--- config.mk ---
export PLATFORM = sky130hd
export DESIGN_NAME = dbs_read_seq
export DESIGN_NICKNAME = d
export VERILOG_FILES = /design/src/rtl/dbs_pkg.sv /design/src/rtl/dbs_lane_pick.sv /design/src/rtl/dbs_word_build.sv /design/src/rtl/dbs_seq_fsm.sv /design/src/rtl/dbs_read_seq.sv
export SDC_FILE = /design/constraint.sdc
export NUM_CORES = 1
export LEC_CHECK = 0
export ABC_AREA = 1
export BUFFER_PORTS_ARGS = -buffer_cell sky130_fd_sc_hd__buf_2
export CAP_MARGIN = 25
export CORE_MARGIN = 2
export CORE_UTILIZATION = 35
export DETAILED_ROUTE_END_ITERATION = 8
export GPL_ROUTABILITY_DRIVEN = 0
export PLACE_DENSITY = 0.71
export SYNTH_ARGS = -nofsm -noshare
export SYNTH_HDL_FRONTEND = slang
export SYNTH_SLANG_ARGS = --single-unit
--- constraint.sdc ---
create_clock -name clk -period 2.3 [get_ports clk]
set_input_delay 0.46 -clock clk [delete_from_list [all_inputs] [get_ports clk]]
set_output_delay 0.46 -clock clk [all_outputs]
set_load 0.01 [all_outputs]
--- src/rtl/dbs_pkg.sv ---
package dbs_pkg;
    localparam int LANES   = 4;
    localparam int LANE_W  = 8;
    localparam int DATA_W  = LANES * LANE_W;
    localparam int PAIR    = 2;
    localparam int HALVES  = LANES / PAIR;

    typedef logic [LANES-1:0] lane_mask_t;

    typedef enum logic [1:0] {
        ST_IDLE,
        ST_START,
        ST_WAIT,
        ST_FINISH
    } seq_state_t;

    typedef enum logic [1:0] {
        SZ_FULL,
        SZ_HALF,
        SZ_BYTE
    } port_size_t;

    // isolate the lowest set bit of a lane mask
    function automatic lane_mask_t lowest_lane(input lane_mask_t m);
        return m & (~m + lane_mask_t'(1));
    endfunction
endpackage

--- src/rtl/dbs_lane_pick.sv ---
module dbs_lane_pick
    import dbs_pkg::*;
(
    input  lane_mask_t pend,
    input  logic       size8,
    input  logic       size16,
    output lane_mask_t take
);
    port_size_t cls;
    lane_mask_t half_sel;
    logic       found;

    // byte flag outranks half-word flag
    always_comb begin
        if (size8)       cls = SZ_BYTE;
        else if (size16) cls = SZ_HALF;
        else             cls = SZ_FULL;
    end

    // first half-word pair that still has a pending byte
    always_comb begin
        half_sel = '0;
        found    = 1'b0;
        for (int h = 0; h < HALVES; h++) begin
            if (!found && (|pend[h*PAIR +: PAIR])) begin
                half_sel[h*PAIR +: PAIR] = '1;
                found                    = 1'b1;
            end
        end
    end

    always_comb begin
        unique case (cls)
            SZ_BYTE: take = lowest_lane(pend);
            SZ_HALF: take = pend & half_sel;
            default: take = pend;
        endcase
    end
endmodule

--- src/rtl/dbs_word_build.sv ---
module dbs_word_build
    import dbs_pkg::*;
(
    input  logic              clk,
    input  logic              rst_n,
    input  logic              clear,
    input  logic              load,
    input  lane_mask_t        take,
    input  logic [DATA_W-1:0] bus_rdata,
    output logic [DATA_W-1:0] word
);
    genvar l;
    generate
        for (l = 0; l < LANES; l++) begin : g_lane
            logic [LANE_W-1:0] lane_q;
            always_ff @(posedge clk or negedge rst_n) begin
                if (!rst_n)
                    lane_q <= '0;
                else if (clear)
                    lane_q <= '0;
                else if (load && take[l])
                    lane_q <= bus_rdata[l*LANE_W +: LANE_W];
            end
            assign word[l*LANE_W +: LANE_W] = lane_q;
        end
    endgenerate
endmodule

--- src/rtl/dbs_seq_fsm.sv ---
module dbs_seq_fsm
    import dbs_pkg::*;
(
    input  logic       clk,
    input  logic       rst_n,
    input  logic       req_go,
    input  logic       bus_ready,
    input  logic       last,
    output seq_state_t state,
    output logic       accept,
    output logic       capture,
    output logic       bus_cyc,
    output logic       rd_done,
    output logic       lanes_on
);
    seq_state_t state_d;

    always_ff @(posedge clk or negedge rst_n) begin
        if (!rst_n) state <= ST_IDLE;
        else        state <= state_d;
    end

    always_comb begin
        state_d = state;
        unique case (state)
            ST_IDLE:   if (req_go) state_d = ST_START;              // accept
            ST_START:  state_d = ST_WAIT;                           // launch
            ST_WAIT:   if (bus_ready)
                           state_d = last ? ST_FINISH : ST_START;   // complete / partial
            ST_FINISH: state_d = ST_IDLE;                           // retire
            default:   state_d = ST_IDLE;
        endcase
    end

    always_comb begin
        accept   = 1'b0;
        capture  = 1'b0;
        bus_cyc  = 1'b0;
        rd_done  = 1'b0;
        lanes_on = 1'b0;
        unique case (state)
            ST_IDLE:   accept = req_go;
            ST_START:  begin bus_cyc = 1'b1; lanes_on = 1'b1; end
            ST_WAIT:   begin capture = bus_ready; lanes_on = 1'b1; end
            ST_FINISH: rd_done = 1'b1;
            default:   ;
        endcase
    end

    assert_cyc_single_R2: assert property (@(posedge clk) disable iff (!rst_n)
        bus_cyc |=> !bus_cyc);

    assert_done_single_R11: assert property (@(posedge clk) disable iff (!rst_n)
        rd_done |=> !rd_done);
endmodule

--- src/rtl/dbs_read_seq.sv ---
module dbs_read_seq
    import dbs_pkg::*;
#(
    parameter int ADDR_W = 32
) (
    input  logic                clk,
    input  logic                rst_n,
    input  logic                req_valid,
    input  logic [ADDR_W-1:2]   req_addr,
    input  logic [LANES-1:0]    req_mask,
    input  logic                bus_ready,
    input  logic                bus_size8,
    input  logic                bus_size16,
    input  logic [DATA_W-1:0]   bus_rdata,
    output logic [ADDR_W-1:2]   bus_addr,
    output logic [LANES-1:0]    bus_be_n,
    output logic                bus_cyc,
    output logic [DATA_W-1:0]   rd_data,
    output logic                rd_done
);
    seq_state_t state;
    logic       accept, capture, lanes_on, last, req_go;
    lane_mask_t pend_q, take, remain;
    logic [ADDR_W-1:2] addr_q;

    assign req_go = req_valid && (|req_mask);
    assign remain = pend_q & ~take;
    assign last   = (remain == '0);

    dbs_seq_fsm u_fsm (
        .clk       (clk),
        .rst_n     (rst_n),
        .req_go    (req_go),
        .bus_ready (bus_ready),
        .last      (last),
        .state     (state),
        .accept    (accept),
        .capture   (capture),
        .bus_cyc   (bus_cyc),
        .rd_done   (rd_done),
        .lanes_on  (lanes_on)
    );

    dbs_lane_pick u_pick (
        .pend   (pend_q),
        .size8  (bus_size8),
        .size16 (bus_size16),
        .take   (take)
    );

    dbs_word_build u_build (
        .clk       (clk),
        .rst_n     (rst_n),
        .clear     (accept),
        .load      (capture),
        .take      (take),
        .bus_rdata (bus_rdata),
        .word      (rd_data)
    );

    always_ff @(posedge clk or negedge rst_n) begin
        if (!rst_n) begin
            pend_q <= '0;
            addr_q <= '0;
        end else if (accept) begin
            pend_q <= req_mask;
            addr_q <= req_addr;
        end else if (capture) begin
            pend_q <= remain;
        end
    end

    assign bus_addr = addr_q;
    assign bus_be_n = lanes_on ? ~pend_q : '1;

    assert_start_enables_R2: assert property (@(posedge clk) disable iff (!rst_n)
        (bus_cyc && $past(accept)) |-> (bus_be_n == ~$past(req_mask)));

    assert_byte_one_lane_R4: assert property (@(posedge clk) disable iff (!rst_n)
        (capture && bus_size8) |-> ($countones(take) == 1));

    assert_half_in_pair_R5: assert property (@(posedge clk) disable iff (!rst_n)
        (capture && !bus_size8 && bus_size16) |-> (take[3:2] == '0 || take[1:0] == '0));

    assert_full_finishes_R7: assert property (@(posedge clk) disable iff (!rst_n)
        (capture && !bus_size8 && !bus_size16) |=> rd_done);

    assert_pend_shrinks_R8: assert property (@(posedge clk) disable iff (!rst_n)
        capture |=> ($countones(pend_q) < $countones($past(pend_q))));

    assert_restart_R8: assert property (@(posedge clk) disable iff (!rst_n)
        (capture && !last) |=> (bus_cyc && bus_addr == $past(bus_addr)));

    assert_hold_data_R11: assert property (@(posedge clk) disable iff (!rst_n)
        (state == ST_IDLE && !accept) |=> $stable(rd_data));

    assert_busy_ignore_R12: assert property (@(posedge clk) disable iff (!rst_n)
        (bus_cyc && !$past(accept)) |-> (bus_addr == $past(bus_addr)));
endmodule

==> summary.md, run 1 <==
| Metric | Value |
|---|---|
| Die X | 96.98 µm |
| GRT Overall Usage | 0.1687 |
| Worst-margin pin slew | 0.4340 ns |
| Htree depth | 3 |
| CTS tree | done |
| Clk slew on worst S/H paths | ~0.08 ns |
| Syn avg cell area | ~9 µm² |
| Post-synthesis instance area | 3025 µm² |
| Num CTS Buffers | 9 |
| Status | finished clean |
| Via count | 2769 |
| Diodes inserted | 0 |
| CP Class | flip-flop to flip-flop |
| YS warnings | 0 |
| Crit Path Max Fanout | 36 |
| Fin crit share | 0.8100 |
| Most common cell after layout, fill and taps aside | buf_2 |
| Reg2Reg Launch Point | u_fsm.state[1] |
| Area grow syn2layout | 32.75% |
| First-iteration detailed-routing DRC count | 102 |
| Min Tclk post-route | 1.863 ns |
| PwrDens | roughly 1300 nW/µm² |
| Ports | 140 |
| Max Clock Skew | 0.007076 ns |
| Worst Reg-to-Reg Cells | 7 |
| Maximum VDD drop | 0.5031 mV |
| Die Y | around 97 µm |
| Post_cts resized | 0 |
| Synth cell types | 23 |
| Row cnt | 33 |
| Most frequent cells in the layout | buf_2 (139), nand2_1 (133), dfrtp_1 (68) |
| Hold crit path type | input pin to async pin |
| Worst EP required | 2.53 ns |
| Setup violators final | 0 |
| Max-cap check violation count | 0 |
| Synth Net Count | roughly 420 |
| CP Launch Type | flip-flop |
| Total core area | 8299 µm² |
| CP Data Arrival Time | 2.09 ns |
| Largest net degree at the start of global routing | 69 |
| Overall power | 0.005170 W |
| Flop2flop setup slack | 0.44 ns |
| Setup TNS | 0 ns |
| Starting Density | 0.3645 |
| Post-CTS Setup Repair Bufs | 0 |
| Maximum root-to-sink buffer count | 2 |
| Final net count | roughly 560 |
| Fin. Hold Viols | 0 |
| Util after Layout | 0.4839 |
| Clock root cell | clkbuf_8 |
| Vias per Instance | 4.654 |
| HPWL after DPL | 5494 µm |
| Clk sink count | 68 |
| Drt drc | 0 |
| PortBufs | roughly 140 |
| Routed len/inst | 12.90 µm |
| Hold Buf Count CTS | 0 |
| Leak Pwr | 2.312 nW |
| Rel. slew slack | 0.7095 |
| Unrepaired setup endpoints after global routing | false |
| #FFs+latches synth | 68 |
| First-pass GRT wire length | 13190 µm |
| Final Max Tran Viols | 0 |
| Die Footprint | 9404 µm² |
| Vias in the first global route | 2844 |
| GRT Residual Overflow | 0 |
| Final wirelength | 7676 µm |
| FF-to-FF End | u_build.g_lane[0].lane_q[6] |
| Clk_lat worst skew | 0.33 ns |
| Synthesized instance count | about 340 |
| Worst Setup End Kind | flip-flop |
| DRT Pass-1 Iters | 4 |
| Initial antenna violation count | 0 |
| Final ANT Viol Nets | 0 |
| Post-synthesis sequential area ratio | 0.5624 |
| Layout cell share with drive strength beyond 1 | 0.3653 |
| Maximum clock frequency | 536.8 MHz |
-- worst max-delay path, stage by stage, from the launching register on --
cell and delay (ns):
dfrtp_1 0.40, inv_1 0.09, ha_1 0.24, nand3_4 0.31, buf_4 0.42, nand2_4 0.13
nand3_1 0.10, nand2_1 0.05
-- metal layers --
layer | track usage | up-vias | part of all wire
met1 | 0.2107 | 1279 | 0.43
met5 | 0 | - | 0
met4 | 0.05309 | 0 | 0.016
met3 | 0.04697 | 12 | 0.071
li1 | - | 1373 | -
met2 | 0.2837 | 105 | 0.48
-- power by group --
group	total [W]	switching, W	leakage, nW	internal (W)
clock	0.00100	0.000447	0.102	0.000557
combinational	0.00214	0.00128	1.34	0.000856
sequential	0.00203	0.000321	0.866	0.00171
total	0.00517	0.00205	2.31	0.00312
-- sequential cells by signal, summed over array words and instances (netlist names) --
signal                 flops
pend_q                     4
u_fsm.state                2
u_build.g_lane.lane_q     32
bus_addr                  30
-- Yosys cell counts, drive strengths merged --
master | count | share of area
ha | 5 | 0.021
o211ai | 1 | 0.0025
a21oi | 2 | 0.0033
nand2 | 136 | 0.17
nor3 | 1 | 0.0017
o21bai | 1 | 0.0025
buf | 13 | 0.033
inv | 22 | 0.027
o21ai | 19 | 0.039
dfrtp | 68 | 0.56
nand4 | 1 | 0.0021
nor2 | 26 | 0.037
nand3 | 49 | 0.095
-- area by class of cell --
type                            count  area (µm²)
Clock buffer                       12       155.1
Inverter                           22       82.58
Sequential cell                    68        1702
Timing Repair Buffer              143       750.7
Multi-Input combinational cell    241        1147
Fill cell                         812        4283
Clock inverter                      4       47.55
Tap cell                          105       131.4
-- worst max-delay path by stage --
stage	from	end	cells after the start
3_3_place_gp	req_mask[1]	u_build.g_lane[0].lane_q[1]	8
2_1_floorplan	pend_q[0]	u_build.g_lane[1].lane_q[0]	8
5_1_grt	u_fsm.state[1]	u_build.g_lane[0].lane_q[5]	7
4_1_cts	u_fsm.state[0]	bus_addr[18]	7
6_report	u_fsm.state[1]	u_build.g_lane[0].lane_q[6]	7
3_5_place_dp	req_mask[1]	u_build.g_lane[0].lane_q[6]	8
-- kinds of logic after synthesis --
kind of cell / Yosys count / share of synthesized area
simple gates: 213 / 0.3089
compound gates: 23 / 0.04715
buf+inv: 35 / 0.06079
flops: 68 / 0.5624
fa+ha+maj: 5 / 0.02068
-- metrics by stage --
step	area (µm²)	setup slack, ns	std cells	hold WS, ns
final	4016	0.4369	595	0.1425
after global routing	4016	0.2686	595	0.1646
after CTS	4016	0.4215	595	0.1532
after detailed placement	3814	0.4152	579	0.4607
after global placement	3814	0.4661	579	0.4584
after floorplan	3025	0.8297	344	0.1644
Note: power is estimated with default switching activity, not from simulation.
==> run 2: changes to the inputs <==
- clock period: 2.3 -> 1.79 ns (I/O delays scaled with it)
==> run 2 against run 1 <==
Against the previous run:
- die area is the same
- count of clock-buffer cells in the layout is 1 higher
- cell count rose by 1.2%
- non-clock buffer count rose by 7
- critical path depth is 3 lower
- first-iteration DRC count grew 8.8%
- critical endpoint is now bus_be_n[0]
- sequential share of layout area shrank 0.70 points
- routed wire length fell by 0.10%
- sequential power rose by 26%
==> summary.md, run 2 (same netlist as run 1, synthesis figures left out) <==
| Metric | Value |
|---|---|
| Area grow syn2layout | 34.99% (was 32.75%) |
| CP Data Arrival Time | 1.38 ns (was 2.09 ns) |
| Clock root cell | clkbuf_8 (unchanged) |
| Ports | 140 (unchanged) |
| Initial antenna violation count | 0 (unchanged) |
| GRT Residual Overflow | 0 (unchanged) |
| First-pass GRT wire length | 13070 µm (was 13190 µm) |
| CP Class | flip-flop to output pin (was flip-flop to flip-flop) |
| Worst Setup End Kind | output pin (was flip-flop) |
| Setup TNS | 0 ns (unchanged) |
| Worst-margin pin slew | 0.3698 ns (was 0.4340 ns) |
| Maximum clock frequency | approximately 580 MHz |
| Largest net degree at the start of global routing | 69 (unchanged) |
| Vias in the first global route | 2785 (was 2844) |
| Unrepaired setup endpoints after global routing | true (was false) |
| Util after Layout | 0.4921 (was 0.4839) |
| Clk slew on worst S/H paths | 0.07 ns (was 0.08 ns) |
| Reg with most FFs | u_build.g_lane.lane_q (unchanged) |
| Num CTS Buffers | 9 (unchanged) |
| PortBufs | 139 (unchanged) |
| Clock share of power | 0.185 (was 0.194) |
| Min Tclk post-route | 1.738 ns |
| Final ANT Viol Nets | 0 (unchanged) |
| Final net count | 569 (was 562) |
| Vias per Instance | 4.631 (was 4.654) |
| DRT Pass-1 Iters | 4 (unchanged) |
| Die Y | 96.98 µm (unchanged) |
| Final Max Tran Viols | 0 (unchanged) |
| Most common cell after layout, fill and taps aside | buf_2 (unchanged) |
| Die Footprint | 9404 µm² (unchanged) |
| Max FFs per register | 32 (unchanged) |
| Starting Density | 0.3645 (unchanged) |
| Maximum VDD drop | 0.6311 mV (was 0.5031 mV) |
| Diodes inserted | 0 (unchanged) |
| Pint | 0.004074 W (was 0.003120 W) |
| Combinational Power Share | 0.435 (was 0.414) |
| Layout cell share with drive strength beyond 1 | 0.3702 (was 0.3653) |
| Setup WS post-layout | 0.05248 ns (was 0.4369 ns) |
| Total core area | 8299 µm² (unchanged) |
| Htree depth | 3 (unchanged) |
| Die X | 96.98 µm (unchanged) |
| CTS tree | done (unchanged) |
| GRT Overall Usage | 0.1700 (was 0.1687) |
| Hold crit path type | input pin to async pin (unchanged) |
| Clk sink count | 68 (unchanged) |
| Rel. slew slack | 0.7535 (was 0.7095) |
| Leak Pwr | 2.342 nW (was 2.312 nW) |
| Drt drc | 0 (unchanged) |
| Fin. Hold Viols | 0 (unchanged) |
| Max-cap check violation count | 0 (unchanged) |
| Status | finished clean (unchanged) |
| Worst EP required | 1.43 ns (was 2.53 ns) |
| Crit Path Max Fanout | 4 (was 36) |
| Routed len/inst | 12.74 µm (was 12.90 µm) |
| CP Launch Type | flip-flop (unchanged) |
| Max Clock Skew | 0.009437 ns (was 0.007076 ns) |
| HPWL after DPL | 5646 µm (was 5494 µm) |
| Fillers | 825 (was 812) |
| Setup violators final | 0 (unchanged) |
| Clk_lat worst skew | 0.33 ns (about the same) |
| Post-Place Setup Slack | 0.1069 ns (was 0.4152 ns) |
| Area occupied by multi-input gates | 1155 µm² (was 1147 µm²) |
| Switching Share | 0.3938 (was 0.3966) |
| Maximum root-to-sink buffer count | 2 (unchanged) |
| P_sw | 0.002646 W (was 0.002050 W) |
| Row cnt | 33 (unchanged) |
| Via count | 2788 (was 2769) |
| Most frequent cells in the layout | buf_2 (139), nand2_1 (133), dfrtp_1 (68) (unchanged) |
| Finished Layout Cells | 602 (was 595) |
| Final wirelength | 7668 µm (was 7676 µm) |
| Share of power burned in registers | 0.379 (was 0.392) |
| Placed cell count | 583 (was 579) |
| Fin crit share | 0.9707 |
| First-iteration detailed-routing DRC count | 111 (was 102) |
| Register area | 1702 µm² (unchanged) |
| PwrDens | 1645 nW/µm² (was 1287 nW/µm²) |
-- run 2: changes by cell type in the layout (fill, tap and decap cells not counted) --
cell and delta:
nand3_4 +1, buf_12 +1, buf_4 +6, clkinv_4 +1, inv_2 -1, clkinv_2 -2, inv_4 +1, clkbuf_1 +2
clkbuf_8 -1, nand3_2 -1
-- run 2: metrics by stage --
stage	hold WS [ns]	total power [W]	instance area (µm²)
floorplan	0.06241	0.004347	3025
global placement	0.4110	0.005366	3844
detailed placement	0.4146	0.005477	3844
CTS	0.04349	0.006762	4039
global route	0.05149	0.007307	4084
finish	0.02319	0.006720	4084
-- run 2: worst paths after layout --
path / cells past startpoint / endpoint / slack [ns] / start
worst min register to register: 2 / bus_addr[27] / 0.48 / bus_addr[27]
worst max register to register: 7 / u_build.g_lane[0].lane_q[1] / 0.12 / u_fsm.state[0]
worst max-delay path: 4 / bus_be_n[0] / 0.05 / u_fsm.state[0]
min in group clk: 3 / bus_addr[19] / 0.22 / req_addr[19]
worst min-delay path: 2 / u_fsm.state[0] / 0.02 / rst_n
max in group asynchronous: 2 / bus_addr[6] / 1.46 / rst_n
-- run 2: power groups by stage --
stage	Sequential [W]	Combinational [W]	Clock, W
6_report	0.00255	0.00293	0.00124
2_1_floorplan	0.00286	0.00149	0
3_3_place_gp	0.00255	0.00281	0
3_5_place_dp	0.00257	0.00291	0
4_1_cts	0.00256	0.00291	0.00129
5_1_grt	0.00264	0.00330	0.00137
-- run 2: per-layer routing --
| metal | wire length [µm] | vias to the layer above | global-route usage |
|---|---|---|---|
| met5 | 0 | - | 0 |
| met4 | 163 | 0 | 0.06609 |
| met3 | 546 | 16 | 0.04913 |
| met2 | 3739 | 93 | 0.2879 |
| met1 | 3218 | 1285 | 0.2042 |
| li1 | - | 1394 | - |
-- run 2: layout make-up --
class                      count  share of cell area
inverter                      22             0.02083
clock buffer                  13             0.03646
multi-input combinational    241              0.2828
sequential                    68              0.4167
tap                          105             0.03217
timing repair buffer         150              0.1998
clock inverter                 3             0.01134
-- run 2: critical path, stage by stage (launching register included) --
cell and delay (ns):
dfrtp_1 0.38, inv_1 0.10, ha_1 0.36, nand2_1 0.09, buf_2 0.12
-- run 2: what timing repair did --
item,in CTS,in global routing
resized for setup,0,2
setup buffers,0,3
hold buffers,0,0
endpoints found under the hold margin,0,0
endpoints found under the setup margin,0,18
==> run 3: changes to the inputs <==
- CORE_UTILIZATION: 35 -> 25
- PLACE_DENSITY: 0.71 -> 0.56
- clock period: 1.79 -> 1.8 ns (I/O delays scaled with it)
==> run 3 against run 2 <==
Against the previous run:
- sequential power about the same
- cell count is 6.5% higher
- worst setup slack gained 0.023 ns
- via count increased by 0.65%
- largest cell class unchanged
- non-clock buffer count decreased by 1
- combinational power shrank 2%
- clock skew decreased by 0.0029 ns
- count of clock-buffer cells in the layout fell by 1
- highest routed layer unchanged
==> summary.md, run 3 (same netlist as run 1, synthesis figures left out) <==
| Metric | Value |
|---|---|
| Area grow syn2layout | 39.95% (was 34.99%) |
| CP bufs+invs | 2 (unchanged) |
| PortBufs | 139 (unchanged) |
| Worst Setup End Kind | output pin (unchanged) |
| CP Class | flip-flop to output pin (unchanged) |
| GRT Overall Usage | 0.1330 (was 0.1700) |
| Initial antenna violation count | 0 (unchanged) |
| Rel. slew slack | 0.7852 (was 0.7535) |
| Kind of cell adding the most delay to the critical path | flip-flops (unchanged) |
| CTS tree | done (unchanged) |
| Max-cap check violation count | 0 (unchanged) |
| Die Footprint | 13000 µm² (was 9404 µm²) |
| First-iteration detailed-routing DRC count | 171 (was 111) |
| PwrDens | 1695 nW/µm² (was 1645 nW/µm²) |
| DRT Pass-1 Iters | 4 (unchanged) |
| Maximum VDD drop | 0.6959 mV (was 0.6311 mV) |
| Worst Hold Launch | req_addr[20] |
| Max stage delay cell, worst path | dfrtp_1 (unchanged) |
| Via count | 2806 (was 2788) |
| Placed cell count | 626 (was 583) |
| Most frequent cells in the layout | buf_2 (138), nand2_1 (133), dfrtp_1 (68) (was buf_2 (139), nand2_1 (133), dfrtp_1 (68)) |
| Hold Path Cell Cnt | 3 |
| Post-CTS Setup Repair Bufs | 0 (unchanged) |
| Clock share of power | 0.243 (was 0.185) |
| Vias in the first global route | 2825 (was 2785) |
| Combinational Power Share | 0.399 (was 0.435) |
| Clk_lat worst skew | 0.33 ns (about the same) |
| Final Max Tran Viols | 0 (unchanged) |
| Max Clock Skew | 0.006587 ns (was 0.009437 ns) |
| GRT Residual Overflow | 0 (unchanged) |
| Worst EP required | 1.44 ns (was 1.43 ns) |
| CP cell instances | inv_1, ha_1, nand2_1, buf_2 (unchanged) |
| Status | finished clean (unchanged) |
| Diodes inserted | 0 (unchanged) |
| CP Data Arrival Time | 1.36 ns (was 1.38 ns) |
| P_sw | 0.002692 W (was 0.002646 W) |
| Ports | 140 (unchanged) |
| Htree depth | 3 (unchanged) |
| Row cnt | 40 (was 33) |
| Clk sink count | 68 (unchanged) |
| Reg2Reg Launch Point | u_fsm.state[0] (unchanged) |
| HPWL after DPL | 6019 µm (was 5646 µm) |
| Overall power | 0.007175 W (was 0.006720 W) |
| Worst-margin pin slew | 0.3197 ns (was 0.3698 ns) |
| Worst Reg-to-Reg Cells | 7 (unchanged) |
| Fin crit share | 0.9580 |
| Finished Layout Cells | 641 (was 602) |
| Min Tclk post-route | 1.724 ns |
| Hold crit path type | input pin to flip-flop (was input pin to async pin) |
| Max FFs per register | 32 (unchanged) |
| Fin. Hold Viols | 0 (unchanged) |
| Switching Share | 0.3752 (was 0.3938) |
| Final net count | 568 (was 569) |
| CP Launch Type | flip-flop (unchanged) |
| Total core area | 11910 µm² (was 8299 µm²) |
| Layout cell share with drive strength beyond 1 | 0.3684 (was 0.3702) |
| Maximum root-to-sink buffer count | 2 (unchanged) |
| Die X | 114.0 µm (was 96.98 µm) |
| Fillers | 1248 (was 825) |
| Final wirelength | 8140 µm (was 7668 µm) |
| Clock root cell | clkbuf_16 (was clkbuf_8) |
| Pint | 0.004483 W (was 0.004074 W) |
| Largest net degree at the start of global routing | 32 (was 69) |
| Clk slew on worst S/H paths | 0.05 ns (was 0.07 ns) |
| Leak Pwr | 2.389 nW (was 2.342 nW) |
| Reg with most FFs | u_build.g_lane.lane_q (unchanged) |
| Flop2flop setup slack | 0.16 ns (was 0.12 ns) |
| Crit Path Max Fanout | 4 (unchanged) |
| Drt drc | 0 (unchanged) |
| Num CTS Buffers | 9 (unchanged) |
| Worst Hold Endpoint | bus_addr[20] |
| First-pass GRT wire length | 13480 µm (was 13070 µm) |
| Unrepaired setup endpoints after global routing | true (unchanged) |
| Routed len/inst | 12.70 µm (was 12.74 µm) |
| Most common cell after layout, fill and taps aside | buf_2 (unchanged) |
| Critical path's largest stage delay | 0.37 ns (was 0.38 ns) |
| Vias per Instance | 4.378 (was 4.631) |
| Final ANT Viol Nets | 0 (unchanged) |
| Starting Density | 0.2540 (was 0.3645) |
| Setup violators final | 0 (unchanged) |
| FF-to-FF End | u_build.g_lane[0].lane_q[7] (was u_build.g_lane[0].lane_q[1]) |
| Share of power burned in registers | 0.358 (was 0.379) |
| Maximum clock frequency | roughly 580 MHz |
| Die Y | 114.0 µm (was 96.98 µm) |
==> run 3: cell count changes in the layout (fill, tap and decap cells not counted) <==
| cell | before | now |
|---|---|---|
| buf_4 | 8 | 6 |
| clkinvlp_4 | 1 | 0 |
| buf_6 | 0 | 1 |
| clkinv_4 | 1 | 0 |
| dlygate4sd3_1 | 0 | 1 |
| clkinv_2 | 0 | 1 |
| clkbuf_16 | 0 | 9 |
| buf_2 | 139 | 138 |
| clkbuf_1 | 3 | 1 |
| clkbuf_8 | 10 | 2 |
==> run 3: what timing repair did <==
| action | 4_1_cts | 5_1_grt |
|---|---|---|
| hold buffers | 1 | 0 |
| gates resized for setup | 0 | 3 |
| setup endpoints to repair | 0 | 19 |
| hold endpoints to repair | 20 | 0 |
==> run 3: final cells by class <==
cell class	count	area (µm²)	share of cell area
Sequential cell	68	1702	0.4019
Multi-Input combinational cell	241	1155	0.2728
Timing Repair Buffer	149	817.0	0.1930
Clock buffer	12	256.5	0.06058
Tap cell	147	183.9	0.04344
Inverter	22	85.08	0.02009
Clock inverter	2	35.03	0.008274
==> run 3: how the worst max path moves through the flow <==
stage | startpoint | endpoint | slack [ns] | depth (start not counted)
floorplan | pend_q[0] | u_build.g_lane[1].lane_q[0] | 0.33 | 8
global placement | u_fsm.state[0] | u_build.g_lane[3].lane_q[6] | 0.14 | 8
detailed placement | u_fsm.state[0] | u_build.g_lane[0].lane_q[7] | 0.06 | 7
CTS | u_fsm.state[0] | u_build.g_lane[0].lane_q[7] | 0.05 | 7
global route | u_fsm.state[0] | bus_be_n[3] | -0.007 | 4
finish | u_fsm.state[0] | bus_be_n[3] | 0.08 | 4
==> run 3: metal layers <==
metal  share of wire  GRT usage  vias to the layer above
li1                -          -                     1377
met1            0.43     0.1612                     1317
met2            0.47     0.2139                      107
met3           0.089    0.06111                        5
met4           0.011    0.03659                        0
met5               0          0                        -
==> run 3: worst min-delay path: stages <==
cell and delay (ns):
buf_2 0.07, nand2_1 0.04, nand2_1 0.04
==> run 3: metrics by stage <==
stage	cell area, µm²	utilization	setup slack (ns)	TNS (ns)	hold WS (ns)
after floorplan	3025	-	0.3297	0	0.06441
after global placement	3919	0.3290	0.1371	0	0.2891
after detailed placement	3919	0.3290	0.05800	0	0.2888
after CTS	4220	0.3543	0.05255	0	0.2014
after global routing	4234	0.3555	-0.007248	-0.01754	0.2134
final	4234	0.3555	0.07567	0	0.2235
==> run 3: power groups by stage <==
| stage | registers [W] | logic, W | clock network [W] |
|---|---|---|---|
| CTS | 0.00257 | 0.00291 | 0.00182 |
| global placement | 0.00257 | 0.00283 | 0 |
| detailed placement | 0.00258 | 0.00290 | 0 |
| floorplan | 0.00284 | 0.00148 | 0 |
| finish | 0.00257 | 0.00286 | 0.00174 |
| global route | 0.00265 | 0.00324 | 0.00189 |
